`src/rtl/vec_agen_pkg.sv`:
```
package vec_agen_pkg;
    localparam int ADDR_W  = 32;
    localparam int CNT_W   = 16;
    localparam int MAXBEAT = 16;
    localparam int PAGE_B  = 4096;

    typedef struct packed {
        logic [ADDR_W-1:0] addr;
        logic [CNT_W-1:0]  len;
        logic [ADDR_W-1:0] stride;
        logic [1:0]        ew;
        logic              store;
        logic              strided;
    } vdesc_t;

    typedef struct packed {
        logic [ADDR_W-1:0] addr;
        logic [3:0]        len;
        logic [1:0]        size;
        logic              id;
    } burst_t;

    typedef enum logic [1:0] {
        GEN_IDLE,
        GEN_DEMAND,
        GEN_PREFETCH
    } gen_state_e;
endpackage

```
`src/rtl/vec_agen_fifo.sv`:
```
module vec_agen_fifo #(
    parameter int W     = 8,
    parameter int DEPTH = 4
) (
    input  logic         clk,
    input  logic         rst_n,
    input  logic         push,
    input  logic [W-1:0] din,
    input  logic         pop,
    output logic [W-1:0] dout,
    output logic         full,
    output logic         empty
);
    localparam int PW = $clog2(DEPTH);

    logic [W-1:0]  mem [DEPTH];
    logic [PW-1:0] wptr, rptr;
    logic [PW:0]   count;

    always_ff @(posedge clk) begin
        if (push) mem[wptr] <= din;
    end

    always_ff @(posedge clk or negedge rst_n) begin
        if (!rst_n) begin
            wptr  <= '0;
            rptr  <= '0;
            count <= '0;
        end else begin
            if (push) wptr <= (wptr == PW'(DEPTH-1)) ? '0 : wptr + 1'b1;
            if (pop)  rptr <= (rptr == PW'(DEPTH-1)) ? '0 : rptr + 1'b1;
            count <= count + (PW+1)'(push) - (PW+1)'(pop);
        end
    end

    assign dout  = mem[rptr];
    assign full  = (count == (PW+1)'(DEPTH));
    assign empty = (count == '0);

    AST_NO_OVERFLOW: assert property (@(posedge clk) disable iff (!rst_n) push |-> !full);
    AST_NO_UNDERFLOW: assert property (@(posedge clk) disable iff (!rst_n) pop |-> !empty);
endmodule

```
`src/rtl/vec_agen_pftag.sv`:
```
module vec_agen_pftag
    import vec_agen_pkg::*;
#(
    parameter int OUT_W = 8
) (
    input  logic              clk,
    input  logic              rst_n,
    input  logic              arm,
    input  logic [ADDR_W-1:0] arm_base,
    input  logic [CNT_W-1:0]  arm_len,
    input  logic [1:0]        arm_ew,
    input  logic              issue,
    input  logic              issue_last,
    input  logic              rsp_valid,
    input  logic              rsp_id,
    input  logic              rsp_last,
    output logic              tag_valid,
    output logic [ADDR_W-1:0] tag_base,
    output logic [CNT_W-1:0]  tag_len,
    output logic [1:0]        tag_ew,
    output logic              dmd_valid,
    output logic              fill_valid
);
    logic             armed, issued;
    logic [OUT_W-1:0] outstanding;
    logic             pf_done;

    assign dmd_valid  = rsp_valid && !rsp_id;
    assign fill_valid = rsp_valid && rsp_id;
    assign pf_done    = fill_valid && rsp_last;

    always_ff @(posedge clk or negedge rst_n) begin
        if (!rst_n) begin
            armed       <= 1'b0;
            issued      <= 1'b0;
            tag_base    <= '0;
            tag_len     <= '0;
            tag_ew      <= '0;
            outstanding <= '0;
        end else begin
            if (arm) begin
                armed    <= 1'b1;
                issued   <= 1'b0;
                tag_base <= arm_base;
                tag_len  <= arm_len;
                tag_ew   <= arm_ew;
            end else if (issue_last) begin
                issued <= 1'b1;
            end
            outstanding <= outstanding + OUT_W'(issue) - OUT_W'(pf_done);
        end
    end

    assign tag_valid = armed && issued && (outstanding == '0);

    AST_PF_RSP_EXPECTED: assert property (@(posedge clk) disable iff (!rst_n)
        pf_done |-> (outstanding != '0) || issue);
endmodule

```
`src/rtl/vec_agen_expander.sv`:
```
module vec_agen_expander
    import vec_agen_pkg::*;
#(
    parameter bit PF_EN = 1'b1
) (
    input  logic              clk,
    input  logic              rst_n,
    input  vdesc_t            head,
    input  logic              head_valid,
    output logic              pop,
    input  logic              rd_full,
    input  logic              wr_full,
    output logic              rd_push,
    output logic              wr_push,
    output burst_t            burst,
    input  logic              tag_valid,
    input  logic [ADDR_W-1:0] tag_base,
    input  logic [CNT_W-1:0]  tag_len,
    input  logic [1:0]        tag_ew,
    output logic              arm,
    output logic [ADDR_W-1:0] arm_base,
    output logic [CNT_W-1:0]  arm_len,
    output logic              issue,
    output logic              issue_last,
    output logic              pf_hit
);
    localparam int BW = $clog2(MAXBEAT) + 1;
    localparam int PW = $clog2(PAGE_B) + 1;

    gen_state_e        state_q, state_d;
    logic [ADDR_W-1:0] addr_q, stride_q;
    logic [CNT_W-1:0]  rem_q, len_q;
    logic [1:0]        ew_q;
    logic              store_q, strided_q;

    logic [PW-1:0]     to_bound, bound_el;
    logic [BW-1:0]     cap, beats;
    logic [ADDR_W-1:0] step, hit_next;
    logic              emit, fire, last, hit, pf_next, take;

    always_comb begin
        to_bound = PW'(PAGE_B) - {1'b0, addr_q[PW-2:0]};
        bound_el = to_bound >> ew_q;
        if (strided_q)                       cap = BW'(1);
        else if (bound_el >= PW'(MAXBEAT))   cap = BW'(MAXBEAT);
        else                                 cap = BW'(bound_el);
        beats    = (rem_q < CNT_W'(cap)) ? BW'(rem_q) : cap;
        step     = strided_q ? stride_q : (ADDR_W'(beats) << ew_q);
        emit     = (state_q != GEN_IDLE);
        fire     = emit && !(store_q ? wr_full : rd_full);
        last     = fire && (rem_q == CNT_W'(beats));
        pf_next  = PF_EN && !store_q && !strided_q;
        take     = head_valid && (head.len != '0);
        hit      = PF_EN && take && !head.store && !head.strided && tag_valid &&
                   (head.addr == tag_base) && (head.len <= tag_len) && (head.ew == tag_ew);
        hit_next = head.addr + (ADDR_W'(head.len) << head.ew);
    end

    always_comb begin
        state_d = state_q;
        unique case (state_q)
            GEN_IDLE:     if (take) state_d = hit ? GEN_PREFETCH : GEN_DEMAND;
            GEN_DEMAND:   if (last) state_d = pf_next ? GEN_PREFETCH : GEN_IDLE;
            GEN_PREFETCH: if (last) state_d = GEN_IDLE;
            default:      state_d = GEN_IDLE;
        endcase
    end

    always_ff @(posedge clk or negedge rst_n) begin
        if (!rst_n) state_q <= GEN_IDLE;
        else        state_q <= state_d;
    end

    always_comb begin
        pop        = (state_q == GEN_IDLE) && head_valid;
        pf_hit     = pop && hit;
        rd_push    = fire && !store_q;
        wr_push    = fire && store_q;
        burst.addr = addr_q;
        burst.len  = 4'(beats - BW'(1));
        burst.size = ew_q;
        burst.id   = (state_q == GEN_PREFETCH);
        issue      = fire && (state_q == GEN_PREFETCH);
        issue_last = issue && last;
        arm        = pf_hit || (last && (state_q == GEN_DEMAND) && pf_next);
        arm_base   = pf_hit ? hit_next : addr_q + step;
        arm_len    = pf_hit ? head.len : len_q;
    end

    always_ff @(posedge clk or negedge rst_n) begin
        if (!rst_n) begin
            addr_q    <= '0;
            stride_q  <= '0;
            rem_q     <= '0;
            len_q     <= '0;
            ew_q      <= '0;
            store_q   <= 1'b0;
            strided_q <= 1'b0;
        end else if (pop && take) begin
            addr_q    <= hit ? hit_next : head.addr;
            stride_q  <= head.stride;
            rem_q     <= head.len;
            len_q     <= head.len;
            ew_q      <= head.ew;
            store_q   <= head.store && !hit;
            strided_q <= head.strided && !hit;
        end else if (fire) begin
            addr_q <= addr_q + step;
            rem_q  <= (last && (state_q == GEN_DEMAND) && pf_next) ? len_q : rem_q - CNT_W'(beats);
        end
    end

    AST_BEAT_LIMIT: assert property (@(posedge clk) disable iff (!rst_n)
        fire |-> (beats != '0) && (beats <= BW'(MAXBEAT)));
    AST_NO_PAGE_CROSS: assert property (@(posedge clk) disable iff (!rst_n)
        (fire && !strided_q) |-> ((PW+1)'(addr_q[PW-2:0]) + ((PW+1)'(beats) << ew_q)) <= (PW+1)'(PAGE_B));
    AST_REM_STEP: assert property (@(posedge clk) disable iff (!rst_n)
        (fire && !last) |=> rem_q == $past(rem_q) - CNT_W'($past(beats)));
    AST_PF_IS_READ: assert property (@(posedge clk) disable iff (!rst_n)
        (state_q == GEN_PREFETCH) |-> !store_q && !strided_q);
    AST_HIT_SKIPS_DEMAND: assert property (@(posedge clk) disable iff (!rst_n)
        pf_hit |=> (state_q == GEN_PREFETCH));
endmodule

```
`src/rtl/vec_agen.sv`:
```
module vec_agen
    import vec_agen_pkg::*;
#(
    parameter int DESC_DEPTH = 4,
    parameter int TXN_DEPTH  = 4,
    parameter bit PF_EN      = 1'b1,
    parameter int OUT_W      = 8
) (
    input  logic        clk,
    input  logic        rst_n,
    input  logic        desc_valid,
    output logic        desc_ready,
    input  logic [31:0] desc_addr,
    input  logic [15:0] desc_len,
    input  logic [31:0] desc_stride,
    input  logic [1:0]  desc_ew,
    input  logic        desc_store,
    input  logic        desc_strided,
    output logic        ar_valid,
    input  logic        ar_ready,
    output logic [31:0] ar_addr,
    output logic [3:0]  ar_len,
    output logic [1:0]  ar_size,
    output logic        ar_id,
    output logic        aw_valid,
    input  logic        aw_ready,
    output logic [31:0] aw_addr,
    output logic [3:0]  aw_len,
    output logic [1:0]  aw_size,
    input  logic        r_valid,
    input  logic        r_id,
    input  logic        r_last,
    output logic        dmd_rvalid,
    output logic        pf_fill_valid,
    output logic        pf_hit
);
    localparam int DW = $bits(vdesc_t);
    localparam int TW = $bits(burst_t);

    vdesc_t d_in, d_head;
    burst_t burst, rd_head, wr_head;
    logic   d_full, d_empty, d_pop;
    logic   rd_full, rd_empty, rd_push, wr_full, wr_empty, wr_push;
    logic   arm, issue, issue_last, tag_valid;
    logic [ADDR_W-1:0] arm_base, tag_base;
    logic [CNT_W-1:0]  arm_len, tag_len;
    logic [1:0]        tag_ew;

    always_comb begin
        d_in.addr    = desc_addr;
        d_in.len     = desc_len;
        d_in.stride  = desc_stride;
        d_in.ew      = desc_ew;
        d_in.store   = desc_store;
        d_in.strided = desc_strided;
    end

    assign desc_ready = !d_full;

    vec_agen_fifo #(.W(DW), .DEPTH(DESC_DEPTH)) desc_buf_i (
        .clk(clk), .rst_n(rst_n), .push(desc_valid && !d_full), .din(d_in),
        .pop(d_pop), .dout(d_head), .full(d_full), .empty(d_empty));

    vec_agen_expander #(.PF_EN(PF_EN)) exp_i (
        .clk(clk), .rst_n(rst_n), .head(d_head), .head_valid(!d_empty), .pop(d_pop),
        .rd_full(rd_full), .wr_full(wr_full), .rd_push(rd_push), .wr_push(wr_push),
        .burst(burst), .tag_valid(tag_valid), .tag_base(tag_base), .tag_len(tag_len),
        .tag_ew(tag_ew), .arm(arm), .arm_base(arm_base), .arm_len(arm_len),
        .issue(issue), .issue_last(issue_last), .pf_hit(pf_hit));

    vec_agen_fifo #(.W(TW), .DEPTH(TXN_DEPTH)) rd_q_i (
        .clk(clk), .rst_n(rst_n), .push(rd_push), .din(burst),
        .pop(ar_valid && ar_ready), .dout(rd_head), .full(rd_full), .empty(rd_empty));

    vec_agen_fifo #(.W(TW), .DEPTH(TXN_DEPTH)) wr_q_i (
        .clk(clk), .rst_n(rst_n), .push(wr_push), .din(burst),
        .pop(aw_valid && aw_ready), .dout(wr_head), .full(wr_full), .empty(wr_empty));

    vec_agen_pftag #(.OUT_W(OUT_W)) pftag_i (
        .clk(clk), .rst_n(rst_n), .arm(arm), .arm_base(arm_base), .arm_len(arm_len),
        .arm_ew(d_pop ? d_head.ew : burst.size), .issue(issue), .issue_last(issue_last),
        .rsp_valid(r_valid), .rsp_id(r_id), .rsp_last(r_last), .tag_valid(tag_valid),
        .tag_base(tag_base), .tag_len(tag_len), .tag_ew(tag_ew),
        .dmd_valid(dmd_rvalid), .fill_valid(pf_fill_valid));

    assign ar_valid = !rd_empty;
    assign ar_addr  = rd_head.addr;
    assign ar_len   = rd_head.len;
    assign ar_size  = rd_head.size;
    assign ar_id    = rd_head.id;
    assign aw_valid = !wr_empty;
    assign aw_addr  = wr_head.addr;
    assign aw_len   = wr_head.len;
    assign aw_size  = wr_head.size;

    AST_AR_HOLD: assert property (@(posedge clk) disable iff (!rst_n)
        (ar_valid && !ar_ready) |=> ar_valid && $stable(ar_addr) && $stable(ar_len));
    AST_AW_HOLD: assert property (@(posedge clk) disable iff (!rst_n)
        (aw_valid && !aw_ready) |=> aw_valid && $stable(aw_addr));
endmodule

```
`config.mk`:
```
export PLATFORM = sky130hd
export DESIGN_NAME = vec_agen
export DESIGN_NICKNAME = d
export VERILOG_FILES = /design/src/rtl/vec_agen_pkg.sv /design/src/rtl/vec_agen_fifo.sv /design/src/rtl/vec_agen_pftag.sv /design/src/rtl/vec_agen_expander.sv /design/src/rtl/vec_agen.sv
export SDC_FILE = /design/constraint.sdc
export NUM_CORES = 1
export LEC_CHECK = 0
export BUFFER_PORTS_ARGS = -buffer_cell sky130_fd_sc_hd__buf_2
export CAP_MARGIN = 20
export CORE_MARGIN = 1.5
export CORE_UTILIZATION = 30
export DETAILED_ROUTE_END_ITERATION = 16
export PLACE_DENSITY = 0.41
export SYNTH_ARGS = -nofsm -noshare
export SYNTH_HDL_FRONTEND = slang
export SYNTH_SLANG_ARGS = --single-unit
export TNS_END_PERCENT = 30
```
`constraint.sdc`:
```
create_clock -name clk -period 20.3 [get_ports clk]
set_clock_uncertainty 0.15 [all_clocks]
set_input_delay 0 -clock clk [delete_from_list [all_inputs] [get_ports clk]]
set_output_delay 0 -clock clk [all_outputs]
set_load 0.005 [all_outputs]
```
* Yosys cells after proc, flatten, opt, wreduce, memory -nomap -nowiden
Memory sizes are Yosys's and may differ from the RTL's.
Index checks and enable logic that the tools add are counted.
** Word-level totals
- Memories kept :: 3
- Register bits after elaboration :: 183
- Output and inout bits :: 83
- Bits in writable memories :: 648
** Memory list
- desc_buf_i.mem :: depth 4, bits a word 84, read ports 1, clocked after memory_dff 0, wr ports 1, line vec_agen_fifo.sv:16 : logic [W-1:0] mem [DEPTH];
- rd_q_i.mem :: depth 4, bits a word 39, read ports 1, clocked after memory_dff 0, wr ports 1, line vec_agen_fifo.sv:16
- wr_q_i.mem :: depth 4, bits a word 39, read ports 1, clocked after memory_dff 0, wr ports 1, line vec_agen_fifo.sv:16
** Cells by class
- Magnitude comparators :: 3
- Muxes and demuxes :: 34
- Add/subtract/negate cells :: 19
- Shifts and indexed selects :: 3
- Equal/unequal tests :: 17
- Reduce and logical (&&, ||, !) cells :: 51
** Operator list (count)
- two-way mux 32 bit :: 5
- adder 32 bit :: 2
- two-way mux 16 bit :: 4
- == test 32 bit :: 1
- << shifter 16 x 2 -> 32 bit :: 1
- << shifter 5 x 2 -> 32 bit :: 1
- logical AND 1 bit :: 29
- two-way mux 2 bit :: 12
- == test 16 x 5 -> 1 bit :: 1
- less-or-equal comparator 16 bit :: 1
- less-than comparator 16 x 5 -> 1 bit :: 1
- nonzero test 16 bit :: 1
- subtractor 16 x 5 -> 16 bit :: 1
- two-way mux 5 bit :: 3
- == test 2 bit, second input constant :: 7
- >= comparator 13 x 5 -> 1 bit, second input constant :: 1
- >> shifter 13 x 2 -> 13 bit :: 1
- subtractor 13 x 12 -> 13 bit, first input constant :: 1
- adder 2 x 1 -> 2 bit, second input constant :: 6
- zero test 1 bit :: 11
- adder 3 x 1 -> 3 bit :: 3
- == test 3 bit, second input constant :: 3
- zero test 3 bit :: 3
- two-way mux 1 bit :: 9
- 14 further kinds :: 19

* Logic depth before layout (Yosys ltp)
Gate-level depths: netlist of run 1.
- Word-level depth :: 14
- Depth in mapped cells :: 31
- Gate-level depth less buffers :: 31

* Hierarchy
From an unflattened synthesis of run 1, not the netlist that was laid out.
** Unflattened totals
- Cells, all modules :: 2526
- Area, all modules :: 37653.6 µm²
** By module, submodules not included
- vec_agen_fifo at desc_buf_i :: area each 12567.1 µm², cells each 475, seq. area each 10264.8 µm², instances 1
- vec_agen_fifo at rd_q_i ... :: area each 6085.8 µm², cells each 240, seq. area each 4859.7 µm², instances 2
- vec_agen_expander :: area each 10331.2 µm², cells each 1386, seq. area each 2552.4 µm², instances 1
- vec_agen_pftag :: area each 2519.9 µm², cells each 176, seq. area each 1501.4 µm², instances 1
- vec_agen :: area each 63.8 µm², cells each 9, seq. area each 0.0 µm², instances 1

* Worst setup path before layout of run 1
No wires, ideal clock.
- Path type :: reg-to-reg
- From :: register exp_i.addr_q[1]
- To :: register pftag_i.tag_base[26]
- Arrival :: 6677 ps
- Stages on the path, launching flop included :: 31
- Setup time :: 128 ps
- Slack :: 13345 ps
- Path through :: dfrtp_1 -> inv_1 -> ha_1 -> nor2b_1 -> o21ai_0 -> a32oi_1 -> or4_1 -> nor2_1 -> o211ai_1 -> ha_1 -> a21oi_1 -> nor2b_1 -> o21ai_0 -> o21ai_0 -> a211oi_4 -> mux2i_1 -> inv_1 -> a221oi_1 -> a21oi_1 -> ha_1 -> nor2b_1 -> o31a_1 -> o31ai_1 -> o31ai_1 -> a22oi_1 -> o21ai_0 -> a21boi_0 -> xor2_1 -> nor2_1 -> a211oi_1 -> a21oi_1
** On the way
- Cells in the longest elaborated chain, start to end :: 12
- Elaborated cells between the ends (all ways) :: 16
** Ends and longest elaborated chain
- start, declared :: line vec_agen_expander.sv:31 : logic [ADDR_W-1:0] addr_q, stride_q;
- start signal, assigned :: line vec_agen_expander.sv:100 : addr_q <= hit ? hit_next : head.addr;
- start signal, assigned :: line vec_agen_expander.sv:108 : addr_q <= addr_q + step;
- branches (longest 12 deep; another with adder 32 bit)
- end signal, assigned :: line vec_agen_pftag.sv:44 : tag_base <= arm_base;
- end, declared :: line vec_agen_pftag.sv:18 : output logic [ADDR_W-1:0] tag_base,
Parallel ways; which one is timed is not known.
A chain may end at the register's enable or synchronous reset.

* Worst setup path after layout of run 1
- From :: register exp_i.addr_q[1]
- To :: register exp_i.addr_q[28]
** On the way
- Cells in the longest elaborated chain, start to end :: 12
** Ends and longest elaborated chain
- subtractor 13 x 12 -> 13 bit :: line vec_agen_expander.sv:42 : to_bound = PW'(PAGE_B) - {1'b0, addr_q[PW-2:0]};
- >> shifter 13 x 2 -> 13 bit :: line vec_agen_expander.sv:43 : bound_el = to_bound >> ew_q;
- >= comparator 13 x 5 -> 1 bit :: line vec_agen_expander.sv:45 : else if (bound_el >= PW'(MAXBEAT)) cap = BW'(MAXBEAT);
- two-way mux 5 bit :: line vec_agen_expander.sv:45
- two-way mux 5 bit :: line vec_agen_expander.sv:44 : if (strided_q) cap = BW'(1);
- less-than comparator 16 x 5 -> 1 bit :: line vec_agen_expander.sv:47 : beats = (rem_q < CNT_W'(cap)) ? BW'(rem_q) : cap;
- two-way mux 5 bit :: line vec_agen_expander.sv:47
- << shifter 5 x 2 -> 32 bit :: line vec_agen_expander.sv:48 : step = strided_q ? stride_q : (ADDR_W'(beats) << ew_q);
- two-way mux 32 bit :: line vec_agen_expander.sv:48
- adder 32 bit * :: line vec_agen_expander.sv:108
- two-way mux 32 bit * :: line vec_agen_expander.sv:107 : end else if (fire) begin
- two-way mux 32 bit * :: line vec_agen_expander.sv:99 : end else if (pop && take) begin
Every way passes the cells marked *; elsewhere a longest branch is shown, timed or not. The select of a mux whose other input is x is not followed.

==> reports/metrics.csv, run 1 <==
stage;metric;value;unit
detailed_routing;wl_per_cell;23.4;um
grt;grt_pass1_wl;158;mm
synthesis;synth-async-reset-ratio;22.1;%
placement;gp_congestion;0.862;
floorplanning;core_area;0.122;sq mm
status;status;completed;
timing;max_slew_margin;28.3;%
worst_hold_path;min_path_type;in -> reg;
floorplanning;ios;175;
setup_path;cp_slowest_cell;mux2i_1;
final_layout;final_cell_mix;edfxtp_1 (644), nand2_1 (289), dfrtp_1 (177), dlygate4sd3_1 (173), buf_2 (173);
detailed_routing;drc;0;
final_layout;layout.nets;3074;
setup_path;crit_start;exp_i.addr_q[1]$_DFFE_PN0P_;
timing;setup_viol;0;
floorplanning;initial_utilization;30.3;%
timing;tightestPinTransition;1.07;ns
setup_path;cp_common_cell;o21ai_0;
power;leakage;16.5;nW
floorplanning;fp.dieH;354;um
placement;port_buffers;174;
detailed_routing;drt_iter0_markers;1351;
setup_path;worst-setup-path-type;reg -> reg;
synthesis;synth_fp_nets;2696;
worst_hold_path;hold_path_depth;2;
floorplanning;die-area;0.126;sq mm
detailed_routing;first_pass_iters;5;
worst_hold_path;hold_start;desc_addr[1];
clocking;cts.path.max_buffers;3;
timing;fmax;116;MHz
clocking;root_buffer;clkbuf_16;
synthesis;synth-seq-area-share;64.6;%
synthesis;synth_cell_types;83;
clocking;cts_tree;done;
setup_path;rr_endpoint;exp_i.addr_q[28]$_DFFE_PN0P_;
final_layout;synthToLayoutAreaGrowth;21.0;%
timing;rsz0062_at_grt;false;
final_layout;drive_gt1_share;19.6;%
timing;min_period_over_period;42.4;%
synthesis;ys_warn_count;0;
setup_path;worstRegToRegCells;30;
timing;drv_slew;0;
worst_hold_path;holdPathEnd;desc_buf_i.mem[1][53]$_DFFE_PP_;
clocking;cts-buffers-inserted;96;
setup_path;worst_setup_path_start_kind;flop;
setup_path;critPathMaxStageDelay;0.86;ns
grt;grt_pass1_vias;23700;
clocking;cts_post_setup_buffers_inserted;0;
power;peakVddDrop;0.0000911;V
setup_path;timing.rr.start;exp_i.addr_q[1]$_DFFE_PN0P_;
setup_path;cp_max_fo;16;
timing;setup_tns;0;ns
power;finalPower;0.00779;W
grt;antenna_found_initial;12;
timing;layout_min_cycle_time;8.61;ns
detailed_routing;drt_wl_total;107;mm
clocking;path_clk_slew;0.06;ns
synthesis;netlist_area;0.0370;sq mm
synthesis;ys_ff_latch;827;
setup_path;required;20.66;ns
placement;dpl.hpwl;71.6;mm
clocking;cts_sinks;827;
grt;grt_use_total;17.0;%
power;powerDensity;174;mW/mm^2
timing;hold_violations;0;
synthesis;synth_flop_cell;edfxtp_1;
setup_path;cp-end-kind;flop;
setup_path;crit_arrival;8.98;ns
synthesis;synth_edf_count;644;
synthesis;syn_inst;2488;
final_layout;final_common_cell;edfxtp_1;
floorplanning;core.rowCount;128;
synthesis;syn_avg_cell_area;14.9;sq um
detailed_routing;vias;22400;
grt;grt_max_degree;70;
grt;grt.overflow.total;0;
clocking;clock_latency;0.68;ns
detailed_routing;viasPerCell;4.90;
detailed_routing;antenna_left;0;
run;cap_violations;0;
setup_path;r2r_slack;11.69;ns
floorplanning;die_width;354;um
clocking;h-tree-depth;3;
## kinds of logic after synthesis
kind of cell	share of synthesized area [%]
AND/OR/NAND/NOR	8.01
adder cells (fa/ha/maj)	4.06
XOR/XNOR	3.22
AO/OA/AOI/OAI	6.36
buffers and inverters	2.12
flip-flops	64.6
multiplexers	11.7
## through the flow
stage	cells	util [%]	setup slack (ns)	cell area, sq um	hold slack (ns)
floorplan	2488	-	13.34	37000	-0.446
global placement	4218	32.6	11.80	39800	-0.122
detailed placement	4219	32.6	11.67	39800	-0.121
CTS	4571	36.7	11.62	44800	0.0222
global route	4572	36.7	10.85	44800	0.0378
finish	4576	36.7	11.69	44800	0.0563
## critical path: cells and delay by family, from the launching register on
kind / cells / cell delay (ns)
simple gates: 6 / 1.33
compound gates: 17 / 3.94
xor+xnor: 1 / 0.23
buf+inv: 2 / 0.34
mux: 1 / 0.86
fa+ha+maj: 3 / 0.96
flops: 1 / 0.65
## worst max-delay path by stage
stage                                                   to  slack (ns)
after global routing          exp_i.addr_q[28]$_DFFE_PN0P_       10.85
after global placement        exp_i.addr_q[28]$_DFFE_PN0P_       11.80
after detailed placement      exp_i.addr_q[28]$_DFFE_PN0P_       11.67
after floorplan           pftag_i.tag_base[26]$_DFFE_PN0N_       13.34
after CTS                     exp_i.addr_q[28]$_DFFE_PN0P_       11.62
final                         exp_i.addr_q[28]$_DFFE_PN0P_       11.69
## state kept, by name, summed over array words and instances (netlist names), 3 cells and up
register,count
pftag_i.outstanding,8
rd_q_i.mem,156
pftag_i.tag_len,16
exp_i.stride_q,32
desc_buf_i.count,3
wr_q_i.mem,152
wr_q_i.count,3
exp_i.rem_q,16
pftag_i.tag_base,32
exp_i.addr_q,32
rd_q_i.count,3
exp_i.len_q,16
desc_buf_i.mem,336
## layout make-up
cell class | count | area [sq um]
antenna | 5 | 12.5
fill | 11700 | 77400
multi-input combinational | 1475 | 12400
tap | 1625 | 2030
timing repair buffer | 387 | 2930
clock buffer | 119 | 2570
clock inverter | 59 | 644
inverter | 79 | 297
sequential | 827 | 23900
## synth_stat cells (all sizes together) (3+ instances only)
cell type    n  area (sq um)
mux2i       64           641
buf         49           270
nand2      290          1090
nor2       123           464
nand3       26           130
edfxtp     644         19300
clkbuf      58           219
and2        36           225
ha         109          1360
a211oi      27           230
a21o        34           255
nand2b      15          93.8
xor2        43           377
or4          7          63.8
or3         13          86.3
o21a         7          52.6
o211ai      15           133
nor2b       19           119
nand4       29           196
or2          5          31.3
a221oi       3          32.5
fa           7           140
mux4       161          3630
mux2         5          56.3
a211o        5          43.8
dfrtp      183          4580
o21bai       5          37.5
o31ai        6          45.0
o22ai        3          18.8
a21boi       4          30.0
a22o         4          35.0
a221o        4          40.0
a21oi      125           629
a22oi       17           128
o221ai       4          35.0
nor4        10          98.8
o21ai       63           315
xnor2       93           815
and3        27           169
inv         79           297
a31oi       17           106
nor3        21           121
o31a         3          26.3
## metal layers
layer | up-vias | global-route usage [%] | part of all wire, %
met5 | - | 0 | 0.038
met2 | 517 | 29.0 | 49
met3 | 163 | 3.39 | 4.9
met1 | 11500 | 22.0 | 43
li1 | 10200 | - | -
met4 | 6 | 4.82 | 2.6
## power by group
part	switching [W]	leakage (nW)	internal [W]	total, W
sequential	0.000317	8.21	0.00242	0.00273
clock	0.000706	1.55	0.00104	0.00175
combinational	0.00202	6.73	0.00129	0.00331
total	0.00304	16.5	0.00475	0.00779
## repair_timing
item	CTS	global route
gates resized for setup	0	0
hold endpoints to repair	691	0
endpoints found under the setup margin	0	0
hold buffers	174	0
Power figures use the tool's default switching activity.
==> run 2: changes to the inputs <==
==> constraint.sdc (replaced) <==
create_clock -name clk -period 8.4 [get_ports clk]
set_clock_uncertainty 0.15 [all_clocks]
set_input_delay 0 -clock clk [delete_from_list [all_inputs] [get_ports clk]]
set_output_delay 0 -clock clk [all_outputs]
set_load 0.005 [all_outputs]
==> run 2 against run 1 <==
Net effect:
- flip-flop and latch count stayed put
- highest routed layer is now met4
- hold slack worse by 0.013 ns
- critical endpoint unchanged
- cell count hardly changed
- fmax is 11% higher
- register-to-register slack worse by 11 ns
==> reports/metrics.csv, run 2 (synthesis results as in run 1) <==
stage;metric;value;unit
timing;setup_viol;0;
placement;gp_congestion;0.878;
power;leakage;16.4;nW
detailed_routing;drt_iter0_markers;1606;
detailed_routing;drt_wl_total;106;mm
grt;grt_use_total;16.9;%
power;internal_power;0.0114;W
clocking;cts_tree;done;
floorplanning;die-area;0.126;sq mm
floorplanning;initial_utilization;30.3;%
grt;grt_pass1_vias;23400;
grt;grt.overflow.total;0;
clocking;h-tree-depth;3;
setup_path;cp_max_fo;16;
final_layout;synthToLayoutAreaGrowth;20.6;%
timing;setup_tns;0;ns
grt;antenna_found_initial;8;
clocking;path_clk_slew;0.06;ns
placement;preCtsSetupSlack;0.659;ns
run;cap_violations;0;
setup_path;required;8.77;ns
clocking;postCtsResizedCells;0;
grt;grt_pass1_wl;157;mm
final_layout;drive_gt1_share;19.2;%
detailed_routing;drc;0;
detailed_routing;antenna_left;0;
power;sequentialPowerShare;35.2;%
clocking;cts_post_setup_buffers_inserted;0;
timing;tightestPinTransition;1.22;ns
power;peakVddDrop;0.000211;V
setup_path;cp-end-kind;flop;
placement;dpl.hpwl;72.5;mm
setup_path;worst_setup_path_start_kind;flop;
timing;min_period_over_period;92.7;%
detailed_routing;wl_per_cell;23.2;um
final_layout;instances_no_fill;4577;
clocking;cts_hold_buffers;175;
timing;fmax;128;MHz
power;swShare;39.3;%
floorplanning;core_area;0.122;sq mm
final_layout;layout.nets;3080;
clocking;cts.path.max_buffers;3;
timing;drv_slew;0;
setup_path;critPathMaxStageDelay;0.60;ns
floorplanning;fp.dieH;354;um
detailed_routing;vias;22400;
power;powerDensity;419;mW/mm^2
final_layout;fillers;11700;
timing;hold_violations;0;
worst_hold_path;min_path_type;in -> reg;
setup_path;crit_arrival;8.16;ns
clocking;clock_latency;0.67;ns
setup_path;worst-setup-path-type;reg -> reg;
final_layout;final_common_cell;edfxtp_1;
final_layout;final_util;36.6;%
final_layout;reg_top3;desc_buf_i.mem: 336 flops, rd_q_i.mem: 156 flops, wr_q_i.mem: 152 flops;
setup_path;worst-path-buf-inv;0;
power;p_clk_share;21.6;%
placement;port_buffers;174;
setup_path;cp_slowest_cell;or4_1;
final_layout;largest_reg_flops;336;
detailed_routing;viasPerCell;4.89;
clocking;root_buffer;clkbuf_16;
timing;setup_ws;0.610;ns
timing;fin_hold_ws;0.0430;ns
grt;grt_max_degree;75;
final_layout;final_cell_mix;edfxtp_1 (644), nand2_1 (289), dfrtp_1 (177), dlygate4sd3_1 (174), buf_2 (173);
clocking;cts_sinks;827;
floorplanning;ios;175;
final_layout;largest-register;desc_buf_i.mem;
timing;layout_min_cycle_time;7.79;ns
placement;placed_cells;4227;
setup_path;cp_top_family;compound AO/OA/AOI/OAI gates;
timing;rsz0062_at_grt;false;
status;status;completed;
power;power_frac_comb;43.2;%
floorplanning;die_width;354;um
clocking;cts-buffers-inserted;93;
floorplanning;core.rowCount;128;
power;p_sw;0.00736;W
timing;max_slew_margin;18.2;%
detailed_routing;first_pass_iters;5;
[run 2: cell types whose count changed in the layout (fill, tap and decap cells not counted), sizes merged]
cell	before	now
buf	213	221
bufinv	11	9
clkinv	34	33
clkinvlp	8	6
diode	5	3
dlygate4sd3	173	174
inv	85	84
[run 2: layer usage]
metal	routed length, um	global-route usage, %	vias to the layer above
li1	-	-	10200
met2	50800	27.8	527
met5	0	0	-
met1	47500	22.6	11500
met3	4760	3.06	163
met4	3220	5.33	0
[run 2: power groups by stage]
stage | logic (W) | clock network, W | registers, W
floorplan | 0.00536 | 0 | 0.00631
global placement | 0.00807 | 0 | 0.00663
detailed placement | 0.00813 | 0 | 0.00670
CTS | 0.00823 | 0.00416 | 0.00662
global route | 0.00883 | 0.00431 | 0.00672
finish | 0.00809 | 0.00404 | 0.00658
[run 2: path summary, 6_finish.rpt]
| kind | startpoint | end | slack [ns] | depth (start not counted) |
|---|---|---|---|---|
| setup / recovery | exp_i.addr_q[2]$_DFFE_PN0P_ | exp_i.addr_q[28]$_DFFE_PN0P_ | 0.61 | 29 |
| max in group asynchronous | rst_n | exp_i.addr_q[8]$_DFFE_PN0P_ | 6.18 | 5 |
| setup reg to reg | exp_i.addr_q[2]$_DFFE_PN0P_ | exp_i.addr_q[28]$_DFFE_PN0P_ | 0.61 | 29 |
| hold reg to reg | exp_i.stride_q[11]$_DFFE_PN0P_ | exp_i.stride_q[11]$_DFFE_PN0P_ | 0.32 | 2 |
| min in group asynchronous | rst_n | desc_buf_i.wptr[1]$_DFFE_PN0P_ | 0.29 | 4 |
| hold / removal | desc_addr[1] | desc_buf_i.mem[0][53]$_DFFE_PP_ | 0.04 | 2 |
[run 2: final cells by class]
class | instances | area (sq um) | area share [%]
Sequential cell | 827 | 23900 | 53.6
Antenna cell | 3 | 7.51 | 0.0168
Timing Repair Buffer | 396 | 3000 | 6.72
Multi-Input combinational cell | 1475 | 12400 | 27.8
Clock buffer | 119 | 2490 | 5.57
Clock inverter | 53 | 515 | 1.15
Tap cell | 1625 | 2030 | 4.55
Inverter | 79 | 297 | 0.664
[run 2: through the flow]
stage               total power (W)  instance area [sq um]
floorplan                    0.0117                  37000
global placement             0.0147                  39900
detailed placement           0.0148                  39900
finish                       0.0187                  44700
global route                 0.0199                  44700
CTS                          0.0190                  44700
[run 2: worst reg2reg max path, delay by kind of cell, from the launching register on]
family / cells / cell delay, ns
xor gates and xnor gates: 1 / 0.22
AOI/OAI and AO/OA: 16 / 3.88
and+or+nand+nor: 8 / 1.82
DFF: 1 / 0.59
muxes: 2 / 0.30
adders and majority gates: 2 / 0.67
